===== config.mk =====
export PLATFORM = sky130hd
export DESIGN_NAME = bq_decade_counter
export DESIGN_NICKNAME = d
export VERILOG_FILES = /design/src/rtl/bq_pkg.sv /design/src/rtl/bq_req_sync.sv /design/src/rtl/bq_binary_stage.sv /design/src/rtl/bq_quinary_ring.sv /design/src/rtl/bq_readout.sv /design/src/rtl/bq_decade_counter.sv
export SDC_FILE = /design/constraint.sdc
export NUM_CORES = 1
export LEC_CHECK = 0
export ABC_AREA = 1
export BUFFER_PORTS_ARGS = -buffer_cell sky130_fd_sc_hd__clkbuf_2
export CORE_UTILIZATION = 43
export CTS_CLUSTER_DIAMETER = 30
export DETAILED_ROUTE_END_ITERATION = 10
export PLACE_DENSITY = 0.72
export SYNTH_ARGS = -nofsm -noshare
export SYNTH_HDL_FRONTEND = slang
export SYNTH_HIERARCHICAL = 1
export SYNTH_SLANG_ARGS = --single-unit

===== constraint.sdc =====
create_clock -name clk -period 1.8 [get_ports clk]
set_input_delay 0.27 -clock clk [delete_from_list [all_inputs] [get_ports clk]]
set_output_delay 0.27 -clock clk [all_outputs]
set_load 0.05 [all_outputs]

===== src/rtl/bq_pkg.sv =====
package bq_pkg;
  localparam int QN = 5;
  localparam int DN = 2 * QN;
  typedef logic [QN-1:0] quin_t;
  typedef logic [DN-1:0] digit_t;

  // ring one step upward: position i takes position i-1
  function automatic quin_t ring_up(quin_t q);
    return {q[QN-2:0], q[QN-1]};
  endfunction

  // ring one step downward: position i takes position i+1
  function automatic quin_t ring_down(quin_t q);
    return {q[0], q[QN-1:1]};
  endfunction
endpackage


===== src/rtl/bq_req_sync.sv =====
module bq_req_sync #(
  parameter int STAGES = 2
) (
  input  logic clk,
  input  logic rst,
  input  logic req_i,
  output logic pulse_o
);
  logic [STAGES-1:0] sh_q;
  logic              prev_q;

  always_ff @(posedge clk) begin
    if (rst) begin
      sh_q   <= '0;
      prev_q <= 1'b0;
    end else begin
      sh_q   <= {sh_q[STAGES-2:0], req_i};
      prev_q <= sh_q[STAGES-1];
    end
  end

  // one clock long per rising edge of the synchronized request
  assign pulse_o = sh_q[STAGES-1] & ~prev_q;
endmodule


===== src/rtl/bq_binary_stage.sv =====
module bq_binary_stage (
  input  logic clk,
  input  logic rst,
  input  logic step_i,
  output logic bin_o
);
  always_ff @(posedge clk) begin
    if (rst)         bin_o <= 1'b0;
    else if (step_i) bin_o <= ~bin_o;
  end
endmodule


===== src/rtl/bq_quinary_ring.sv =====
module bq_quinary_ring #(
  parameter int N = 5
) (
  input  logic         clk,
  input  logic         rst,
  input  logic         fwd_i,
  input  logic         bwd_i,
  output logic [N-1:0] q_o
);
  logic [N-1:0] prime_fwd, prime_bwd, nxt;
  logic         legal;

  generate
    for (genvar i = 0; i < N; i++) begin : g_pos
      localparam int LO = (i + N - 1) % N;
      localparam int HI = (i + 1) % N;
      assign prime_fwd[i] = fwd_i & q_o[LO];
      assign prime_bwd[i] = bwd_i & q_o[HI];
      assign nxt[i] = prime_fwd[i] | prime_bwd[i] | (q_o[i] & ~fwd_i & ~bwd_i);
    end
  endgenerate

  assign legal = ($countones(q_o) == 1);

  always_ff @(posedge clk) begin
    if (rst || !legal) q_o <= {{(N-1){1'b0}}, 1'b1};
    else               q_o <= nxt;
  end
endmodule


===== src/rtl/bq_readout.sv =====
module bq_readout #(
  parameter int N = 5
) (
  input  logic           bin_i,
  input  logic [N-1:0]   q_i,
  output logic [2*N-1:0] digit_o
);
  generate
    for (genvar i = 0; i < N; i++) begin : g_and
      assign digit_o[2*i]   = q_i[i] & ~bin_i;
      assign digit_o[2*i+1] = q_i[i] &  bin_i;
    end
  endgenerate
endmodule


===== src/rtl/bq_decade_counter.sv =====
module bq_decade_counter
  import bq_pkg::*;
#(
  parameter int SYNC_STAGES = 2
) (
  input  logic          clk,
  input  logic          rst,
  input  logic          req_up_i,
  input  logic          req_dn_i,
  output logic          bin_o,
  output logic [QN-1:0] quin_o,
  output logic [DN-1:0] digit_o,
  output logic          carry_o,
  output logic          borrow_o
);
  // named internal events, observed by the checker
  logic pulse_up, pulse_dn;
  logic take_up, take_dn, take_any;
  logic ring_fwd, ring_bwd;

  bq_req_sync #(.STAGES(SYNC_STAGES)) u_sync_up (
    .clk(clk), .rst(rst), .req_i(req_up_i), .pulse_o(pulse_up));
  bq_req_sync #(.STAGES(SYNC_STAGES)) u_sync_dn (
    .clk(clk), .rst(rst), .req_i(req_dn_i), .pulse_o(pulse_dn));

  assign take_up  = pulse_up & ~pulse_dn;
  assign take_dn  = pulse_dn & ~pulse_up;
  assign take_any = take_up | take_dn;
  assign ring_fwd = take_up & bin_o;
  assign ring_bwd = take_dn & ~bin_o;

  bq_binary_stage u_bin (
    .clk(clk), .rst(rst), .step_i(take_any), .bin_o(bin_o));

  bq_quinary_ring #(.N(QN)) u_ring (
    .clk(clk), .rst(rst), .fwd_i(ring_fwd), .bwd_i(ring_bwd), .q_o(quin_o));

  bq_readout #(.N(QN)) u_read (
    .bin_i(bin_o), .q_i(quin_o), .digit_o(digit_o));

  assign carry_o  = ring_fwd & quin_o[QN-1];
  assign borrow_o = ring_bwd & quin_o[0];
endmodule


After elaboration in Yosys (flattened, before gate mapping)
Cells that the tools add are included.

word-level totals
  flip-flop bits (word level) = 12
  latch bits = 0
  RAM bits = 0
  bits in read-only memories = 0
  bits of input ports = 4
  output and inout port bits = 18
  word-level logic and storage cells = 67
  memories = 0

operators by class
  add/subtract/negate cells = 4
  multiply operators = 0
  div/mod/pow operators = 0
  $lt $le $gt $ge = 0
  equality and inequality tests = 1
  shift-type cells = 0
  multiplexer cells = 0
  bitwise logic cells = 54
  reductions and logical operators = 2

operator list
  cell                 count
  $and 1x1->1          36
  $add 32x1->32        1
  $add 32x32->32       1
  $eq 32x2->1 const B  1
  $or 1x1->1           11
  $not 1->1            7
  $add 1x1->2          2
  $logic_not 1->1      1
  $logic_or 1x1->1     1

Longest topological paths before layout
Gate-level depths: netlist (run 1).

  depth after elaboration = 9
  depth in mapped cells = 10
  depth with buffers taken out = 10

Hierarchy
Netlist (run 1), hierarchy kept.

modules (own cells, without submodules)
  module             times used  cells an instance  area an instance (um^2)  seq. area each (um^2)
  bq_quinary_ring    1           49                 319.1                    100.1
  bq_req_sync        2           10                 86.3                     60.1
  bq_readout         1           21                 86.3                     0.0
  bq_decade_counter  1           14                 77.6                     0.0
  bq_binary_stage    1           6                  38.8                     20.0

Least setup slack after synthesis (run 1)
OpenSTA, ideal clock, no wires.

  kind = register to register
  start = register u_ring.q_o[0]
  end = register u_ring.q_o[0]
  setup time = 0.115 ns
  arrival time = 2.289 ns
  data required time = 1.685 ns
  setup slack = -0.603 ns
  stages on the path, launching flop included = 10
  buffers on the path = 0
  clock period less this slack = 2.403 ns
  path through = dfxtp_1 > inv_1 > fa_1 > fa_1 > inv_1 > ha_1 > nor2_1 > nand2_1 > nor2_1 > nand2_1

on the way
  cells in the longest elaborated chain, start to end = 6
  elaborated cells on any way between the ends = 9
  those cells by class = add/sub: 3; eq/ne: 1; bitwise: 3; reduce/logical: 2

ends and longest elaborated chain
  element                               RTL line               text
  start, declared                       bq_quinary_ring.sv:8   output logic [N-1:0] q_o
  start signal, assigned                bq_quinary_ring.sv:26  if (rst || !legal) q_o <= {{(N-1){1'b0}}, 1'b1};
  start signal, assigned                bq_quinary_ring.sv:27  else q_o <= nxt;
  $add 1x1->2 (implied by the code)     bq_quinary_ring.sv:23  assign legal = ($countones(q_o) == 1);
  $add 32x32->32 (implied by the code)  bq_quinary_ring.sv:23
  $add 32x1->32 (implied by the code)   bq_quinary_ring.sv:23
  $eq 32x2->1                           bq_quinary_ring.sv:23
  $logic_not 1->1                       bq_quinary_ring.sv:26
  $logic_or 1x1->1                      bq_quinary_ring.sv:26

Parallel ways exist; a longest one is shown, timed or not.
A chain may end at the register's enable or synchronous reset.

Final worst setup path (run 1)
  start = register u_ring.q_o[3]
  end = register u_ring.q_o[0]

on the way
  cells in the longest elaborated chain, start to end = 6

ends and longest elaborated chain
  element                               RTL line
  $add 1x1->2 (implied by the code)     bq_quinary_ring.sv:23
  $add 32x32->32 (implied by the code)  bq_quinary_ring.sv:23
  $add 32x1->32 (implied by the code)   bq_quinary_ring.sv:23
  $eq 32x2->1                           bq_quinary_ring.sv:23
  $logic_not 1->1                       bq_quinary_ring.sv:26
  $logic_or 1x1->1                      bq_quinary_ring.sv:26

No other way between the ends.

==> results of run 1 <==
-- power by group through the flow --
stage / logic (mW) / registers, mW / clock network [mW]
global placement: 0.128 / 0.289 / 0
global route: 0.163 / 0.286 / 0.230
floorplan: 0.0830 / 0.308 / 0
finish: 0.149 / 0.283 / 0.207
CTS: 0.133 / 0.284 / 0.217
detailed placement: 0.130 / 0.290 / 0
-- critical path: cells and delay by family (launching register included) --
kind | cells | cell delay [ns]
and+or+nand+nor | 4 | 0.39
adders and majority gates | 3 | 1.08
buffers and inverters | 2 | 0.10
DFF | 1 | 0.35
-- cell type report --
class	count	area (um2)	share of cell area [%]
Timing Repair Buffer	26	143	15.3
Clock buffer	4	36.3	3.90
Inverter	36	135	14.5
Multi-Input combinational cell	61	344	37.0
Sequential cell	12	251	27.1
Tap cell	16	20.0	2.15
-- flip-flops by register name (all words and copies together), names as in the netlist --
| register | cells |
|---|---|
| u_ring/q_o | 5 |
| u_sync_dn/sh_q | 2 |
| u_sync_up/sh_q | 2 |
| u_bin/bin_o | 1 |
| u_sync_dn/prev_q | 1 |
| u_sync_up/prev_q | 1 |
-- final timing paths --
kind | to | slack, ns | from
max reg2reg | u_ring/q_o[0] | -0.22 | u_ring/q_o[3]
min | u_sync_up/sh_q[0] | 0.19 | req_up_i
max | u_ring/q_o[0] | -0.22 | u_ring/q_o[3]
min reg2reg | u_sync_dn/sh_q[1] | 0.40 | u_sync_dn/sh_q[0]
-- metal layers --
layer / part of all wire (%) / wire [um] / vias up
li1: - / - / 358
met1: 44 / 610 / 281
met2: 49 / 680 / 28
met3: 6.4 / 88 / 0
met4: 0 / 0 / 0
met5: 0 / 0 / -
-- Yosys cell counts, drive strengths merged --
| cell | number |
|---|---|
| dfxtp | 12 |
| ha | 3 |
| buf | 1 |
| inv | 36 |
| fa | 2 |
| nand2 | 31 |
| a21oi | 4 |
| nor2 | 21 |
-- through the flow --
stage / setup slack, ns / power [mW] / util [%]
detailed placement: -0.156 / 0.420 / 57.1
CTS: -0.149 / 0.634 / 59.9
finish: -0.221 / 0.640 / 61.7
global route: -0.281 / 0.679 / 61.7
floorplan: -0.211 / 0.391 / -
global placement: -0.0967 / 0.417 / 57.1
-- logic make-up after synthesis --
| group | Yosys count | share of synthesized area, % |
|---|---|---|
| adder cells (fa/ha/maj) | 5 | 11.2 |
| AO/OA/AOI/OAI | 4 | 2.88 |
| buffers and inverters | 37 | 21.1 |
| AND/OR/NAND/NOR | 52 | 30.3 |
| flip-flops | 12 | 34.6 |
-- repair_timing --
item	CTS	global route
pin swaps	3	5
endpoints found under the setup margin	5	5
setup buffers	0	0
resized for setup	2	6
==> results.sh, run 1 <==
export IMPL_drv_slew=0
export IMPL_worst_slew_pin_slew_ns=0.425
export IMPL_grt_total_usage_pct=16.6
export IMPL_fmax_mhz=495
export IMPL_num_vias=667
export IMPL_setup_viol=5
export IMPL_gp_congestion=0.807
export IMPL_pwr_share_seq_pct=44.3
export IMPL_fp_dieH_um=42.2
export IMPL_finalHoldViolCount=0
export IMPL_worst_path_most_repeated_cell="inv_2"
export IMPL_synth_top_cell_area_share_pct=34.6
export IMPL_ctsHoldBuffers=0
export IMPL_fin_ws_ns=-0.221
export IMPL_dr_pass1_iters=4
export IMPL_hp_class="input port to flip-flop"
export IMPL_switching_share_pct=31.2
export IMPL_clk_pin_slew_ns=0.07
export IMPL_rsz0062_at_grt="true"
export IMPL_initial_core_util_pct=46.1
export IMPL_numCtsBuffers=3
export IMPL_grt_busiest_layer="met2"
export IMPL_wl_mm=1.38
export IMPL_clockBufferDepth=2
export IMPL_p_sw_mw=0.200
export IMPL_antenna_found_initial=0
export IMPL_dieWidth_um=42.2
export IMPL_yosys_warnings=6
export IMPL_worstPathMaxFanout=5
export IMPL_synth_seq_cells=12
export IMPL_final_cell_mix="32 x inv_1, 29 x nand2_1, 21 x clkbuf_2"
export IMPL_synth_seq_area_share_pct=34.6
export IMPL_worstSetupPathType="flip-flop to flip-flop"
export IMPL_drc=0
export IMPL_syn_area_um2=694
export IMPL_end_kind="flip-flop"
export IMPL_layout_nets=149
export IMPL_clkLatencyLatePin_ns=0.26
export IMPL_post_route_period_util_pct=112
export IMPL_final_setup_tns_ns=-0.825
export IMPL_area_growth_pct=33.9
export IMPL_grt_use_met2_pct=29.5
export IMPL_overflow=0
export IMPL_grt_max_degree=16
export IMPL_skew_ns=0.00247
export IMPL_rows=14
export IMPL_drv_cap=0
export IMPL_arrival_ns=2.18
export IMPL_die_area_um2=1780
export IMPL_clock_power_share_pct=32.4
export IMPL_post_drt_wl_per_cell_um=8.89
export IMPL_required_ns=1.96
export IMPL_htree_levels=1
export IMPL_whs_path_depth=3
export IMPL_grt_pass1_wl_mm=2.32
export IMPL_yosys_area_top_type="dfxtp_1"
export IMPL_place_inst=151
export IMPL_vias_per_cell=4.30
export IMPL_violations="negative setup slack"
export IMPL_hold_ws_ns=0.185
export IMPL_ys_top_cells_by_area="dfxtp_1 35%, inv_1 19%, nand2_1 16%"
export IMPL_postSynthAreaPerCell_um2=6.31
export IMPL_comb_power_share_pct=23.3
export IMPL_fp_coreArea_um2=1510
export IMPL_maxSlewHeadroom_pct=71.7
export IMPL_crit_slowest_cell="fa_1"
export IMPL_syn_nets=119
export IMPL_place_area_um2=860
export IMPL_p_int_mw=0.440
export IMPL_drive_above_1_share_pct=33.8
export IMPL_pin_count=22
export IMPL_cts_root_buffer="clkbuf_4"
export IMPL_cpPeakStageDelay_ns=0.51
export IMPL_io_buffers=21
export IMPL_p_leak_nw=0.557
export IMPL_ir_drop_uv=500
export IMPL_n_antenna_cell=0
export IMPL_fin_crit_ns=2.02
export IMPL_first_global_vias=578
export IMPL_ys_types=11
export IMPL_ant_nets=0
export IMPL_cts_tree="yes"
export IMPL_clock_sinks=12
export IMPL_met1_usage_pct=19.9
export IMPL_hpwl_mm=1.01
export IMPL_synthCells=110
export IMPL_startpoint_type="flip-flop"
export IMPL_final_area_um2=930
export IMPL_p_per_area_nw_per_um2=688
export IMPL_status="complete, but fails checks"
export IMPL_met3_usage_pct=1.72
export IMPL_final_common_cell="inv_1"
export IMPL_fillCellCount=149
export IMPL_path_cells="inv_2 > fa_1 > fa_2 > inv_2 > ha_4 > nor2_4 > nand2_4 > nor2_2 > nand2_1"
export IMPL_instances_no_fill=155
export IMPL_rr_worst_depth=9
export IMPL_dr_first_iter_drc_count=11
Power figures use the tool's default switching activity.
==> run 2: changes to the inputs <==
--- a/config.mk
+++ b/config.mk
@@ -7,10 +7,11 @@
 export LEC_CHECK = 0
 export ABC_AREA = 1
 export BUFFER_PORTS_ARGS = -buffer_cell sky130_fd_sc_hd__clkbuf_2
-export CORE_UTILIZATION = 43
+export CORE_ASPECT_RATIO = 0.75
+export CORE_UTILIZATION = 25
 export CTS_CLUSTER_DIAMETER = 30
 export DETAILED_ROUTE_END_ITERATION = 10
-export PLACE_DENSITY = 0.72
+export PLACE_DENSITY = 0.47
 export SYNTH_ARGS = -nofsm -noshare
 export SYNTH_HDL_FRONTEND = slang
 export SYNTH_HIERARCHICAL = 1
==> run 2 against run 1 <==
Net effect:
- the run still ends with negative setup slack left
- fmax grew 3.1%
- core utilization shrank 25 points
- via count grew 0.60%
- sequential power is essentially flat
- non-clock buffer count is the same
- sequential cell count is the same
- clock power grew 42%
- largest power group is now the clock network
- register-to-register slack gained 0.06 ns
- clock skew grew 0.0026 ns
- combinational power is essentially flat
- largest cell class unchanged
- die area grew 68%
==> results.sh, run 2 (same netlist as run 1, synthesis figures left out) <==
export IMPL_cts_root_buffer="clkbuf_8"
export IMPL_arrival_ns=2.09
export IMPL_worstPathMaxFanout=5
export IMPL_num_vias=671
export IMPL_post_cts_repair_setup_buffers=0
export IMPL_fin_crit_ns=1.96
export IMPL_cts_tree="yes"
export IMPL_hpwl_mm=1.14
export IMPL_clk_pin_slew_ns=0.06
export IMPL_p_total_mw=0.725
export IMPL_rows=16
export IMPL_drv_cap=0
export IMPL_multi_input_area_um2=340
export IMPL_worst_path_most_repeated_cell="inv_2"
export IMPL_dr_pass1_iters=4
export IMPL_maxSlewHeadroom_pct=69.0
export IMPL_pin_count=22
export IMPL_numCtsBuffers=3
export IMPL_ctsHoldBuffers=0
export IMPL_clock_sinks=12
export IMPL_startpoint_type="flip-flop"
export IMPL_path_cells="inv_2 > fa_1 > fa_2 > inv_2 > ha_4 > nor2_4 > nand2_4 > nor2_2 > nand2_1"
export IMPL_overflow=0
export IMPL_final_cell_mix="32 x inv_1, 29 x nand2_1, 21 x clkbuf_2"
export IMPL_skew_ns=0.00507
export IMPL_dieWidth_um=62.9
export IMPL_finalHoldViolCount=0
export IMPL_fillCellCount=288
export IMPL_grt_max_degree=16
export IMPL_drive_above_1_share_pct=33.1
export IMPL_worstSetupPathType="flip-flop to flip-flop"
export IMPL_cpPeakStageDelay_ns=0.50
export IMPL_grt_total_usage_pct=11.6
export IMPL_dr_first_iter_drc_count=13
export IMPL_fp_coreArea_um2=2620
export IMPL_rsz0062_at_grt="true"
export IMPL_fmax_mhz=510
export IMPL_regMostFlops="u_ring/q_o"
export IMPL_ant_nets=0
export IMPL_clkLatencyLatePin_ns=0.24
export IMPL_final_common_cell="inv_1"
export IMPL_ir_drop_uv=416
export IMPL_drv_slew=0
export IMPL_required_ns=1.93
export IMPL_wl_mm=1.55
export IMPL_vias_per_cell=3.83
export IMPL_finish_utilization_pct=37.0
export IMPL_clockBufferDepth=2
export IMPL_io_buffers=21
export IMPL_fin_ws_ns=-0.160
export IMPL_hold_ws_ns=0.219
export IMPL_status="complete, but fails checks"
export IMPL_worst_slew_pin_slew_ns=0.464
export IMPL_antenna_found_initial=0
export IMPL_largest_reg_flops=5
export IMPL_reg_largest_list="u_ring/q_o (5), u_sync_dn/sh_q (2), u_sync_up/sh_q (2)"
export IMPL_p_per_area_nw_per_um2=748
export IMPL_post_drt_wl_per_cell_um=8.86
export IMPL_fp_dieH_um=47.6
export IMPL_first_global_vias=581
export IMPL_critPathBufInv=2
export IMPL_htree_levels=1
export IMPL_cp_top_family="adder cells"
export IMPL_setup_viol=5
export IMPL_grt_pass1_wl_mm=2.57
export IMPL_area_growth_pct=39.6
export IMPL_post_route_period_util_pct=109
export IMPL_crit_slowest_cell="fa_1"
export IMPL_initial_core_util_pct=26.5
export IMPL_p_leak_nw=0.565
export IMPL_drc=0
export IMPL_layout_nets=149
export IMPL_violations="negative setup slack"
export IMPL_die_area_um2=2990
export IMPL_n_antenna_cell=0
export IMPL_hp_class="input port to flip-flop"
export IMPL_register_area_um2=251
export IMPL_end_kind="flip-flop"
export IMPL_gp_congestion=0.736
==> run 2: cell count changes in the layout (fill, tap and decap cells not counted) <==
| cell | change |
|---|---|
| a21oi_1 | +1 |
| a21oi_2 | -1 |
| clkbuf_4 | -3 |
| clkbuf_8 | +3 |
==> run 2: final timing paths <==
path | slack, ns | from | cells after the start | to
max | -0.16 | u_ring/q_o[0] | 9 | u_ring/q_o[0]
min | 0.22 | req_up_i | 3 | u_sync_up/sh_q[0]
max reg2reg | -0.16 | u_ring/q_o[0] | 9 | u_ring/q_o[0]
min reg2reg | 0.40 | u_sync_dn/sh_q[0] | 2 | u_sync_dn/sh_q[1]
==> run 2: final cells by class <==
type                    instances  share of cell area (%)
well taps                      36                    4.65
clock buffers                   4                    5.68
flip-flops and latches         12                    25.9
repair buffers                 26                    14.7
multi-input cells              61                    35.1
inverters                      36                    13.9
==> run 2: tightest hold or removal path: stages <==
cell      delay, ns
clkbuf_2       0.08
inv_1          0.04
nor2_1         0.03
==> run 2: per-layer routing <==
layer | share of wire (%) | track usage, % | wire length, um
met5 | 0 | 0 | 0
met4 | 0.77 | 4.19 | 12
met3 | 6.0 | 4.52 | 93
met2 | 47 | 20.0 | 728
met1 | 46 | 13.5 | 715
==> run 2: through the flow <==
stage | cells | instance area [um2] | setup WS, ns | setup TNS, ns
floorplan | 110 | 708 | -0.211 | -0.720
global placement | 171 | 885 | -0.100 | -0.373
detailed placement | 171 | 885 | -0.144 | -0.492
CTS | 175 | 942 | -0.161 | -0.590
global route | 175 | 970 | -0.245 | -1.11
finish | 175 | 970 | -0.160 | -0.676
==> run 2: repair_timing <==
| item | CTS | global route |
|---|---|---|
| endpoints found under the setup margin | 5 | 5 |
| resized for setup | 1 | 6 |
| pin swaps | 0 | 4 |
==> run 2: power by group <==
part           internal [mW]  leakage (nW)  switching [mW]
clock                  0.193        0.0288           0.100
sequential             0.274        0.0997          0.0108
combinational         0.0430         0.437           0.105
total                  0.510         0.565           0.215
